`src/rtl/idxclk_pkg.sv`:
```
package idxclk_pkg;
  localparam int IDX_W  = 6;
  localparam int SRC_W  = 3;
  localparam int DIV_W  = 8;
  localparam int ADDR_W = 3;
  localparam int DATA_W = 32;
  localparam int STAT_WORDS = 2;
  localparam int STAT_W = STAT_WORDS * DATA_W;

  localparam logic [ADDR_W-1:0] A_CMD     = 3'd0;
  localparam logic [ADDR_W-1:0] A_PST_LO  = 3'd1;
  localparam logic [ADDR_W-1:0] A_PST_HI  = 3'd2;
  localparam logic [ADDR_W-1:0] A_GST_LO  = 3'd3;
  localparam logic [ADDR_W-1:0] A_GST_HI  = 3'd4;

  localparam int F_IDX = 0;
  localparam int F_CMD = 7;
  localparam int F_PEN = 8;
  localparam int F_GEN = 9;
  localparam int F_SRC = 12;
  localparam int F_DIV = 16;

  typedef struct packed {
    logic             pen;
    logic             gen;
    logic [SRC_W-1:0] src;
    logic [DIV_W-1:0] div;
  } pcfg_t;
endpackage

```
`src/rtl/idxclk_cmd_decode.sv`:
```
module idxclk_cmd_decode
  import idxclk_pkg::*;
#(
  parameter int NUM_PERIPH = 48
) (
  input  logic              clk,
  input  logic              rst_n,
  input  logic              wr_en,
  input  logic [ADDR_W-1:0] wr_addr,
  input  logic [DATA_W-1:0] wr_data,
  output logic              commit,
  output logic [IDX_W-1:0]  commit_idx,
  output pcfg_t             commit_cfg,
  output logic [IDX_W-1:0]  sel_idx
);
  localparam logic [IDX_W:0] LIMIT = (IDX_W+1)'(NUM_PERIPH);

  logic             cmd_hit;
  logic             idx_ok;
  logic [IDX_W-1:0] idx_field;

  assign cmd_hit   = wr_en && (wr_addr == A_CMD);
  assign idx_field = wr_data[F_IDX +: IDX_W];
  assign idx_ok    = {1'b0, idx_field} < LIMIT;

  assign commit     = cmd_hit && wr_data[F_CMD] && idx_ok;
  assign commit_idx = idx_field;

  always_comb begin
    commit_cfg     = '0;
    commit_cfg.pen = wr_data[F_PEN];
    commit_cfg.gen = wr_data[F_GEN];
    commit_cfg.src = wr_data[F_SRC +: SRC_W];
    commit_cfg.div = wr_data[F_DIV +: DIV_W];
  end

  logic unused_bits;
  assign unused_bits = ^{wr_data[DATA_W-1:F_DIV+DIV_W], wr_data[F_DIV-1:F_SRC+SRC_W],
                         wr_data[F_SRC-1:F_GEN+1], wr_data[F_CMD-1:F_IDX+IDX_W]};

  always_ff @(posedge clk or negedge rst_n) begin
    if (!rst_n)       sel_idx <= '0;
    else if (cmd_hit) sel_idx <= idx_field;
  end
endmodule

```
`src/rtl/idxclk_cfg_bank.sv`:
```
module idxclk_cfg_bank
  import idxclk_pkg::*;
#(
  parameter int NUM_PERIPH = 48
) (
  input  logic                   clk,
  input  logic                   rst_n,
  input  logic                   commit,
  input  logic [IDX_W-1:0]       commit_idx,
  input  pcfg_t                  commit_cfg,
  output pcfg_t [NUM_PERIPH-1:0] cfg
);
  for (genvar i = 0; i < NUM_PERIPH; i++) begin : g_entry
    logic hit;
    assign hit = commit && (commit_idx == IDX_W'(i));

    always_ff @(posedge clk or negedge rst_n) begin
      if (!rst_n) begin
        cfg[i] <= '0;
      end else if (hit) begin
        cfg[i].pen <= commit_cfg.pen;
        cfg[i].gen <= commit_cfg.gen;
        if (!cfg[i].pen) begin
          cfg[i].src <= commit_cfg.src;
          cfg[i].div <= commit_cfg.div;
        end
      end
    end
  end
endmodule

```
`src/rtl/idxclk_status.sv`:
```
module idxclk_status
  import idxclk_pkg::*;
#(
  parameter int NUM_PERIPH = 48
) (
  input  logic                  clk,
  input  logic                  rst_n,
  input  logic [NUM_PERIPH-1:0] pen_vec,
  input  logic [NUM_PERIPH-1:0] gen_vec,
  output logic [STAT_W-1:0]     pen_stat,
  output logic [STAT_W-1:0]     gen_stat
);
  for (genvar j = 0; j < STAT_W; j++) begin : g_bit
    if (j < NUM_PERIPH) begin : g_live
      always_ff @(posedge clk or negedge rst_n) begin
        if (!rst_n) begin
          pen_stat[j] <= 1'b0;
          gen_stat[j] <= 1'b0;
        end else begin
          pen_stat[j] <= pen_vec[j];
          gen_stat[j] <= gen_vec[j];
        end
      end
    end else begin : g_pad
      assign pen_stat[j] = 1'b0;
      assign gen_stat[j] = 1'b0;
    end
  end
endmodule

```
`src/rtl/idxclk_readback.sv`:
```
module idxclk_readback
  import idxclk_pkg::*;
#(
  parameter int NUM_PERIPH = 48
) (
  input  logic [ADDR_W-1:0]      rd_addr,
  input  logic [IDX_W-1:0]       sel_idx,
  input  pcfg_t [NUM_PERIPH-1:0] cfg,
  input  logic [STAT_W-1:0]      pen_stat,
  input  logic [STAT_W-1:0]      gen_stat,
  output logic [DATA_W-1:0]      rd_data
);
  pcfg_t sel_cfg;

  always_comb begin
    sel_cfg = '0;
    for (int i = 0; i < NUM_PERIPH; i++) begin
      if (sel_idx == IDX_W'(i)) sel_cfg = cfg[i];
    end
  end

  always_comb begin
    rd_data = '0;
    unique case (rd_addr)
      A_CMD: begin
        rd_data[F_IDX +: IDX_W] = sel_idx;
        rd_data[F_PEN]          = sel_cfg.pen;
        rd_data[F_GEN]          = sel_cfg.gen;
        rd_data[F_SRC +: SRC_W] = sel_cfg.src;
        rd_data[F_DIV +: DIV_W] = sel_cfg.div;
      end
      A_PST_LO: rd_data = pen_stat[0 +: DATA_W];
      A_PST_HI: rd_data = pen_stat[DATA_W +: DATA_W];
      A_GST_LO: rd_data = gen_stat[0 +: DATA_W];
      A_GST_HI: rd_data = gen_stat[DATA_W +: DATA_W];
      default:  rd_data = '0;
    endcase
  end
endmodule

```
`src/rtl/idx_clk_ctrl.sv`:
```
module idx_clk_ctrl
  import idxclk_pkg::*;
#(
  parameter int NUM_PERIPH = 48
) (
  input  logic                        clk,
  input  logic                        rst_n,
  input  logic                        wr_en,
  input  logic [ADDR_W-1:0]           wr_addr,
  input  logic [DATA_W-1:0]           wr_data,
  input  logic [ADDR_W-1:0]           rd_addr,
  output logic [DATA_W-1:0]           rd_data,
  output logic [NUM_PERIPH-1:0]       periph_clk_en,
  output logic [NUM_PERIPH-1:0]       gclk_en,
  output logic [NUM_PERIPH*SRC_W-1:0] gclk_src,
  output logic [NUM_PERIPH*DIV_W-1:0] gclk_div
);
  logic                   commit;
  logic [IDX_W-1:0]       commit_idx;
  pcfg_t                  commit_cfg;
  logic [IDX_W-1:0]       sel_idx;
  pcfg_t [NUM_PERIPH-1:0] cfg;
  logic [STAT_W-1:0]      pen_stat;
  logic [STAT_W-1:0]      gen_stat;

  idxclk_cmd_decode #(.NUM_PERIPH(NUM_PERIPH)) u_dec (
    .clk(clk), .rst_n(rst_n), .wr_en(wr_en), .wr_addr(wr_addr), .wr_data(wr_data),
    .commit(commit), .commit_idx(commit_idx), .commit_cfg(commit_cfg), .sel_idx(sel_idx)
  );

  idxclk_cfg_bank #(.NUM_PERIPH(NUM_PERIPH)) u_bank (
    .clk(clk), .rst_n(rst_n), .commit(commit), .commit_idx(commit_idx),
    .commit_cfg(commit_cfg), .cfg(cfg)
  );

  for (genvar i = 0; i < NUM_PERIPH; i++) begin : g_out
    assign periph_clk_en[i]             = cfg[i].pen;
    assign gclk_en[i]                   = cfg[i].gen;
    assign gclk_src[i*SRC_W +: SRC_W]   = cfg[i].src;
    assign gclk_div[i*DIV_W +: DIV_W]   = cfg[i].div;
  end

  idxclk_status #(.NUM_PERIPH(NUM_PERIPH)) u_stat (
    .clk(clk), .rst_n(rst_n), .pen_vec(periph_clk_en), .gen_vec(gclk_en),
    .pen_stat(pen_stat), .gen_stat(gen_stat)
  );

  idxclk_readback #(.NUM_PERIPH(NUM_PERIPH)) u_rd (
    .rd_addr(rd_addr), .sel_idx(sel_idx), .cfg(cfg),
    .pen_stat(pen_stat), .gen_stat(gen_stat), .rd_data(rd_data)
  );
endmodule

```
`config.mk`:
```
export PLATFORM = sky130hd
export DESIGN_NAME = idx_clk_ctrl
export DESIGN_NICKNAME = d
export VERILOG_FILES = /design/src/rtl/idxclk_pkg.sv /design/src/rtl/idxclk_cmd_decode.sv /design/src/rtl/idxclk_cfg_bank.sv /design/src/rtl/idxclk_status.sv /design/src/rtl/idxclk_readback.sv /design/src/rtl/idx_clk_ctrl.sv
export SDC_FILE = /design/constraint.sdc
export NUM_CORES = 1
export LEC_CHECK = 0
export CORE_ASPECT_RATIO = 1.25
export CORE_MARGIN = 4
export CORE_UTILIZATION = 45
export CTS_CLUSTER_DIAMETER = 50
export CTS_CLUSTER_SIZE = 28
export DETAILED_ROUTE_END_ITERATION = 10
export DONT_BUFFER_PORTS = 1
export PLACE_DENSITY = 0.72
export SLEW_MARGIN = 10
export SYNTH_ARGS = -nofsm -noshare
export SYNTH_HDL_FRONTEND = slang
export SYNTH_HIERARCHICAL = 1
export SYNTH_SLANG_ARGS = --single-unit
```
`constraint.sdc`:
```
create_clock -name clk -period 5.75 [get_ports clk]
set_clock_uncertainty 0.15 [all_clocks]
set_input_delay 0.575 -clock clk [delete_from_list [all_inputs] [get_ports clk]]
set_output_delay 0.575 -clock clk [all_outputs]
set_load 0.01 [all_outputs]
```
-- Yosys cells after proc, flatten, opt, wreduce, memory -nomap -nowiden
Cells that the tools add are included.
- $lt $le $gt $ge: 1
- eq/ne operators: 98
- multiplexer cells: 56
- bitwise operators: 48
- reduce and logical (&&, ||, !) cells: 103
- operators with widths (operator ; number):
    $mux W13 ; 48
    $eq A6 B5 Y1 const B ; 32
    $eq A6 B6 Y1 const B ; 32
    $eq A6 B4 Y1 const B ; 16
    $reduce_and A2 Y1 ; 48
    $logic_and A1 B1 Y1 ; 51
    $eq A6 B3 Y1 const B ; 8
    $not A1 Y1 ; 48
    $pmux W6 S5 ; 1
    $eq A6 B2 Y1 const B ; 4
    $pmux W8 S3 ; 1
    $pmux W2 S4 ; 2
    $pmux W8 S2 ; 1
    $pmux W3 S5 ; 1
    $eq A6 B1 Y1 const B ; 2
    $logic_not A6 Y1 ; 2
    $pmux W2 S5 ; 1
    $eq A3 B2 Y1 const B ; 2
    $logic_not A3 Y1 ; 2
    $lt A6 B6 Y1 const B ; 1
    $pmux W1 S4 ; 1
    $eq A3 B1 Y1 const B ; 1
    $eq A3 B3 Y1 const B ; 1
- register bits after elaboration: 726
- bits of input ports: 41
- output and inout bits: 656
- logic and storage cells: 595

-- Longest topological paths before layout
Gate-level depths: netlist (run 1).
- word-level depth: 50
- depth in mapped cells: 12
- depth with buffers taken out: 7

-- Cells and area by module
The synthesis (run 1) kept the hierarchy.
- modules (own cells, without submodules) (module ; instances ; cells an instance ; area each (um2) ; seq. area each (um2)):
    idxclk_cfg_bank ; 1 ; 1507 ; 24025.5 ; 15615.0
    idxclk_readback ; 1 ; 1132 ; 7392.1 ; 0.0
    idxclk_status ; 1 ; 129 ; 2646.3 ; 2402.3
    idxclk_cmd_decode ; 1 ; 34 ; 395.4 ; 150.1

-- Least setup slack after synthesis (run 1)
Ideal clock, no wire load.
- path type: input port to output port
- start point: input port rd_addr[2]
- end point: output port rd_data[16]
- arrival time: 2.513 ns
- required time: 5.025 ns
- slack: 2.512 ns
- cell stages on the path: 9
- buffers on the path: 2
- cells stage by stage: buf_4 > and3b_1 > buf_6 > a22o_1 > a221oi_2 > o221ai_1 > or4_4 > a2111oi_4 > a221oi_2
- longest elaborated chain between the ends: 2
- elaborated cells on any way between the ends: 4
- those cells by class: 2 x eq/ne; 1 x mux; 1 x reduce/logical
- RTL lines (item ; RTL line ; source):
    start, declared ; idx_clk_ctrl.sv:11 ; input logic [ADDR_W-1:0] rd_addr,
    $eq A3 B2 Y1, or another cell as far along ; idxclk_readback.sv:24 ; unique case (rd_addr)
    $pmux W8 S3 (*) ; idxclk_readback.sv:24 ;
    end, declared ; idx_clk_ctrl.sv:12 ; output logic [DATA_W-1:0] rd_data,
Every way passes the cells marked *; elsewhere a longest branch is shown, timed or not.

-- Worst setup path after layout (run 1)
- start point: register u_dec.sel_idx[0]
- end point: output port rd_data[23]
- longest elaborated chain between the ends: 50
- elaborated cells on any way between the ends: 97
- those cells by class: 47 x eq/ne; 49 x mux; 1 x reduce/logical
- RTL lines (item ; RTL line ; source):
    start, declared ; idxclk_cmd_decode.sv:14 ; output logic [IDX_W-1:0] sel_idx
    start signal, assigned ; idxclk_cmd_decode.sv:43 ; else if (cmd_hit) sel_idx <= idx_field;
    $logic_not A6 Y1 ; idxclk_readback.sv:18 ; if (sel_idx == IDX_W'(i)) sel_cfg = cfg[i];
    $mux W13 (47 in series) ; idxclk_readback.sv:18 ;
    $mux W13 (*) ; idxclk_readback.sv:18 ;
    $pmux W8 S3 (*) ; idxclk_readback.sv:24 ;
Marked as above.

==> results of run 1 <==
area by class of cell:
class / count / area [µm²] / share of cell area (%)
Antenna cell: 6 / 15.0 / 0.0389
Clock buffer: 66 / 1580 / 4.08
Clock inverter: 47 / 783 / 2.03
Inverter: 7 / 26.3 / 0.0681
Multi-Input combinational cell: 1798 / 15200 / 39.4
Sequential cell: 726 / 18200 / 47.1
Tap cell: 977 / 1220 / 3.17
Timing Repair Buffer: 164 / 1600 / 4.14
repair_timing:
item / CTS / global route
resized for setup: 1 / 1
endpoints found under the setup margin: 1 / 1
setup buffers: 0 / 0
endpoints found under the hold margin: 1356 / 82
hold buffers: 19 / 1
cells in the mapped netlist (all sizes together), types with 7 or more instances:
cell       n  area, µm²
mux2i     35        350
o221ai    15        131
a221o     13        130
and4bb     7       87.6
and3      14       88.8
nand2    166        631
or3        8       50.1
a22oi     91        683
mux2     652       7340
inv        7       26.3
nand4bb   12        156
nand3     31        155
nand4b     7       76.3
a31oi     13       81.3
o21ai     98        490
mux4      15        338
buf      188       1130
a2111oi    7       80.1
nand4     14       87.6
nor2b     10       62.6
dfrtp    726      18200
a21boi     8       60.1
o22ai     24        150
a2bb2oi    8       70.1
a211oi    22        165
a221oi    21        196
nor2     111        427
nor3      69        375
nor3b      8       60.1
or4b       8       80.1
nand3b    11       82.6
nor4       7       43.8
a211o      7       61.3
a21oi     95        475
nor4b     10        161
a32oi     19        166
a22o      19        166
clkbuf   114        428
o211ai    21        158
registers in the layout (all words and copies together), names as in the netlist:
register         flops
u_dec/sel_idx        6
u_bank/cfg         624
u_stat/pen_stat     48
u_stat/gen_stat     48
metal layers:
layer	vias up	GRT usage, %	share of wire [%]
met2	2517	61.1	44
met1	14100	45.8	33
li1	10300	-	-
met3	691	16.1	14
met4	4	23.3	8.2
met5	-	0	0.017
power groups by stage:
stage | logic, mW | clock network (mW) | registers (mW)
3_5_place_dp | 1.51 | 0 | 5.44
2_1_floorplan | 0.939 | 0 | 5.35
3_3_place_gp | 1.50 | 0 | 5.43
6_report | 1.82 | 4.84 | 5.34
5_1_grt | 1.84 | 5.07 | 5.34
4_1_cts | 1.63 | 4.86 | 5.33
metrics by stage:
stage,hold slack [ns],worst slack [ns],cells,util [%],total power [mW]
2_1_floorplan,0.129,2.51,2833,-,6.29
3_3_place_gp,0.188,0.654,3648,47.0,6.94
3_5_place_dp,0.185,0.663,3648,47.0,6.95
4_1_cts,-0.531,0.0126,3780,50.7,11.8
5_1_grt,0.0465,0.115,3787,50.8,12.2
6_report,0.0532,0.0448,3791,50.9,12.0
critical path, stage by stage (launching register included):
cell and delay [ns]:
dfrtp_4 0.55, buf_4 0.38, nor2b_4 0.59, buf_4 0.36
nand2_1 0.32, o211ai_1 0.60, nor4_2 0.16, o21ai_0 0.49
o211ai_1 0.37, a211o_1 0.45
cell families (layout without fill, tap and decap cells):
group / Yosys count / count (layout) / share of synthesized area [%]
compound gates: 539 / 539 / 11.0
buf+inv: 309 / 284 / 4.61
flops: 726 / 726 / 52.7
mux: 702 / 702 / 23.3
other cells: 1 / 38 / 0.0109
simple gates: 525 / 525 / 8.35
worst max path at each step:
stage,start,end,cells after the start
2_1_floorplan,rd_addr[2],rd_data[16],9
3_3_place_gp,u_dec/sel_idx[0]$_DFFE_PN0P_,rd_data[23],8
3_5_place_dp,u_dec/sel_idx[5]$_DFFE_PN0P_,rd_data[23],9
4_1_cts,u_dec/sel_idx[0]$_DFFE_PN0P_,rd_data[23],8
5_1_grt,u_dec/sel_idx[0]$_DFFE_PN0P_,rd_data[23],9
6_report,u_dec/sel_idx[0]$_DFFE_PN0P_,rd_data[23],9
==> flow_summary.json, run 1 <==
{
  "finalSetupViolCount": 0,
  "grtUsageTotal_pct": 39.2,
  "power_switching_mw": 3.85,
  "max-slew-margin-rel_pct": 13.5,
  "crit_path_end_kind": "output port",
  "yosysWarnings": 6,
  "r2r-end": "u_bank/cfg[561]$_DFFE_PN0P_",
  "worst_setup_path_start_kind": "flip-flop",
  "gp_congestion": 0.995,
  "combPwrFrac_pct": 15.2,
  "cts_tree": "done",
  "critPathRequiredTime_ns": 5.03,
  "die_area_um2": 81100,
  "fin_nets": 2798,
  "worstHoldPathCells": 3,
  "grt_pass1_vias": 26500,
  "cts-root-buf": "clkbuf_16",
  "place_hpwl_um": 120000,
  "drt_iter0_markers": 4524,
  "pwr-share-clk_pct": 40.4,
  "clock_sinks": 726,
  "num_vias": 27600,
  "postRouteAntennaNets": 0,
  "period_minus_slack_ns": 5.71,
  "h-tree-depth": 2,
  "timing.final.max_slew_violations": 0,
  "drc": 0,
  "wirelength_um": 166000,
  "synth.avg_cell_area_um2": 12.3,
  "core-area_um2": 75900,
  "max_cap_viol_count": 0,
  "swShare_pct": 32.0,
  "grt_max_degree": 727,
  "die_w_um": 256,
  "yosysSeqAreaShare_pct": 52.7,
  "drive_above_1_share_pct": 36.2,
  "most-common-layout-cells": "dfrtp_1 (724), mux2_2 (630), nand2_1 (165), buf_4 (138), nor2_1 (108)",
  "gr-total-overflow": 0,
  "critPathMaxFanout": 24,
  "io-pin-count": 697,
  "tightest_slew_ns": 1.29,
  "clock_path_buffers": 3,
  "reg2reg_slack_ns": 3.23,
  "min_path_type": "primary input to flip-flop",
  "p_per_area_nw_per_um2": 311,
  "reg2reg_depth": 3,
  "whs_endpoint": "u_bank/cfg[116]$_DFFE_PN0P_",
  "crit_arrival_ns": 4.98,
  "antenna_found_initial": 7,
  "crit_type": "flip-flop to output port",
  "timing.fmax_mhz": 175,
  "synth_edf_count": 0,
  "ys_types": 90,
  "synth_area_um2": 34500,
  "via_per_inst": 7.27,
  "stdcell_area_um2": 38600,
  "grt_first_pass_wirelength_um": 224000,
  "ys_async_sr_fraction_pct": 100,
  "cts_made_buffers": 60,
  "clk_pin_slew_worst_paths_ns": 0.09,
  "syn-instance-count": 2802,
  "setup_tns_ns": 0,
  "fillers": 6424,
  "rr_startpoint": "u_bank/cfg[571]$_DFFE_PN0P_",
  "fin_crit_sh_pct": 99.2,
  "p_int_mw": 8.15,
  "hold_violations": 0,
  "row_count": 113,
  "routedWlPerCell_um": 43.9,
  "rsz0062_at_grt": "no",
  "min-delay-start": "wr_data[2]",
  "status": "complete, no violations",
  "start_util_pct": 45.4,
  "portBuffers": 0,
  "peakVddDrop_mv": 0.256,
  "synthToLayoutAreaGrowth_pct": 12.0,
  "p_leak_nw": 18.0,
  "final_common_cell": "dfrtp_1",
  "ys_dominant_reg_cell": "dfrtp_1",
  "ys_ff_latch": 726,
  "pwr-share-seq_pct": 44.5,
  "place_area_um2": 35700,
  "clock_latency_ns": 0.69,
  "drt_first_pass_iters": 7,
  "die_h_um": 317
}
Note: power is estimated with default switching activity, not from simulation.
==> inputs of run 2 (changes only) <==
Settings changed: REMOVE_ABC_BUFFERS from default to 1.
==> run 2 against run 1 <==
  * The flow now finishes with violations (hold timing, slew limit)
  * Routed wire length fell by 1.9%
  * Final area rose by 0.20%
  * Final cell count about the same
==> flow_summary.json, run 2 (same netlist as run 1, synthesis figures left out) <==
{
  "status": "complete, but fails checks",
  "violations": "hold timing, slew limit",
  "h-tree-depth": 3,
  "stdcell_area_um2": 38700,
  "via_per_inst": 7.20,
  "hold_violations": 328,
  "drive_above_1_share_pct": 36.1,
  "antenna_found_initial": 9,
  "portBuffers": 0,
  "dp.cells": 3634,
  "place_ws_ns": 0.734,
  "clk_pin_slew_worst_paths_ns": 0.08,
  "largest_reg_flops": 624,
  "crit_type": "flip-flop to output port",
  "max-slew-margin-rel_pct": -169,
  "power_mw": 12.3,
  "crit_arrival_ns": 4.93,
  "drt_first_pass_iters": 8,
  "timing.final.max_slew_violations": 444,
  "grt_pass1_vias": 26700,
  "period_minus_slack_ns": 5.65,
  "fillers": 6441,
  "layout_setup_ws_ns": 0.0993,
  "peakVddDrop_mv": 0.285,
  "finalSetupViolCount": 0,
  "fin_nets": 2792,
  "max_cap_viol_count": 0,
  "gp_congestion": 0.936,
  "critPathMaxFanout": 31,
  "core-area_um2": 75900,
  "fin_util_pct": 51.0,
  "grt_first_pass_wirelength_um": 221000,
  "rsz0062_at_grt": "no",
  "clock_path_buffers": 3,
  "holdBufCountCts": 22,
  "min_path_type": "primary input to asynchronous set/reset pin",
  "start_util_pct": 45.4,
  "drc": 0,
  "cts_tree": "done",
  "io-pin-count": 697,
  "seq_area_um2": 18200,
  "drt_iter0_markers": 3682,
  "routedWlPerCell_um": 43.0,
  "clock_sinks": 726,
  "gr-total-overflow": 0,
  "hold_slack_ns": -0.479,
  "setup_tns_ns": 0,
  "final_common_cell": "dfrtp_1",
  "tightest_slew_ns": 4.04,
  "synthToLayoutAreaGrowth_pct": 12.3,
  "row_count": 113,
  "instances_no_fill": 3790,
  "num_vias": 27300,
  "largest-register": "u_bank/cfg",
  "clock_latency_ns": 0.66,
  "timing.fmax_mhz": 177,
  "crit_path_end_kind": "output port",
  "most-common-layout-cells": "dfrtp_1 (724), mux2_2 (630), nand2_1 (165), buf_4 (124), nor2_1 (108)",
  "cts-root-buf": "clkbuf_16",
  "place_hpwl_um": 114000,
  "worst_setup_path_start_kind": "flip-flop",
  "cts_made_buffers": 70,
  "postRouteAntennaNets": 0,
  "reg_top3": "u_bank/cfg (624), u_stat/gen_stat (48), u_stat/pen_stat (48)",
  "grtUsageTotal_pct": 38.4,
  "grt_max_degree": 727,
  "p_per_area_nw_per_um2": 318,
  "die_h_um": 317,
  "p_leak_nw": 18.0,
  "place_area_um2": 35600,
  "fin_crit_sh_pct": 98.3,
  "critPathRequiredTime_ns": 5.03,
  "multi_input_area_um2": 15200,
  "die_w_um": 256,
  "wirelength_um": 163000,
  "die_area_um2": 81100
}
-- run 2: changes by cell type in the layout (fill, tap and decap cells not counted), moves of 6 or more --
cell and delta:
inv_8 +7, inv_12 -6, buf_4 -14, clkbuf_16 +14
-- run 2: worst max-delay path, cell delays in order (launching register included) --
cell and delay [ns]:
dfrtp_4 0.70, nor2b_4 0.50, buf_4 0.39, buf_4 0.31, nand2_1 0.21, o21ai_0 0.76, nor4_1 0.22, o21ai_0 0.40
o211ai_1 0.32, a211o_1 0.41
-- run 2: where the power goes --
| part | total [mW] | internal (mW) | switching (mW) |
|---|---|---|---|
| sequential | 5.37 | 5.17 | 0.195 |
| combinational | 1.73 | 0.496 | 1.23 |
| clock | 5.21 | 2.79 | 2.42 |
-- run 2: per-layer routing --
metal	share of wire (%)	global-route usage, %	up-vias
li1	-	-	10300
met1	33	44.1	13900
met2	46	61.3	2393
met3	13	15.4	669
met4	7.7	22.3	6
met5	0.026	0	-
-- run 2: layout make-up --
class                      instances  area share, %
antenna                            4         0.0259
clock buffer                      80           4.95
clock inverter                    50           1.85
inverter                           7         0.0679
multi-input combinational       1798           39.3
sequential                       726           47.0
tap                              977           3.16
timing repair buffer             148           3.63
-- run 2: final timing paths --
| path | start | endpoint | slack, ns | cells after the start |
|---|---|---|---|---|
| max | u_dec/sel_idx[1]$_DFFE_PN0P_ | rd_data[23] | 0.1 | 9 |
| min | rst_n | u_bank/cfg[38]$_DFFE_PN0P_ | -0.48 | 0 |
| max reg2reg | u_bank/cfg[506]$_DFFE_PN0P_ | u_bank/cfg[497]$_DFFE_PN0P_ | 3.35 | 2 |
| min reg2reg | u_bank/cfg[11]$_DFFE_PN0P_ | u_stat/gen_stat[0]$_DFF_PN0_ | 0.35 | 0 |
| max in group asynchronous | rst_n | u_bank/cfg[510]$_DFFE_PN0P_ | 2.82 | 0 |
| min in group clk | wr_addr[2] | u_dec/sel_idx[3]$_DFFE_PN0P_ | 0.08 | 2 |
-- run 2: timing repair --
action                                   CTS  global route
setup buffers                              0             0
gates resized for setup                    0             0
endpoints found under the hold margin   1328           726
endpoints found under the setup margin     0             0
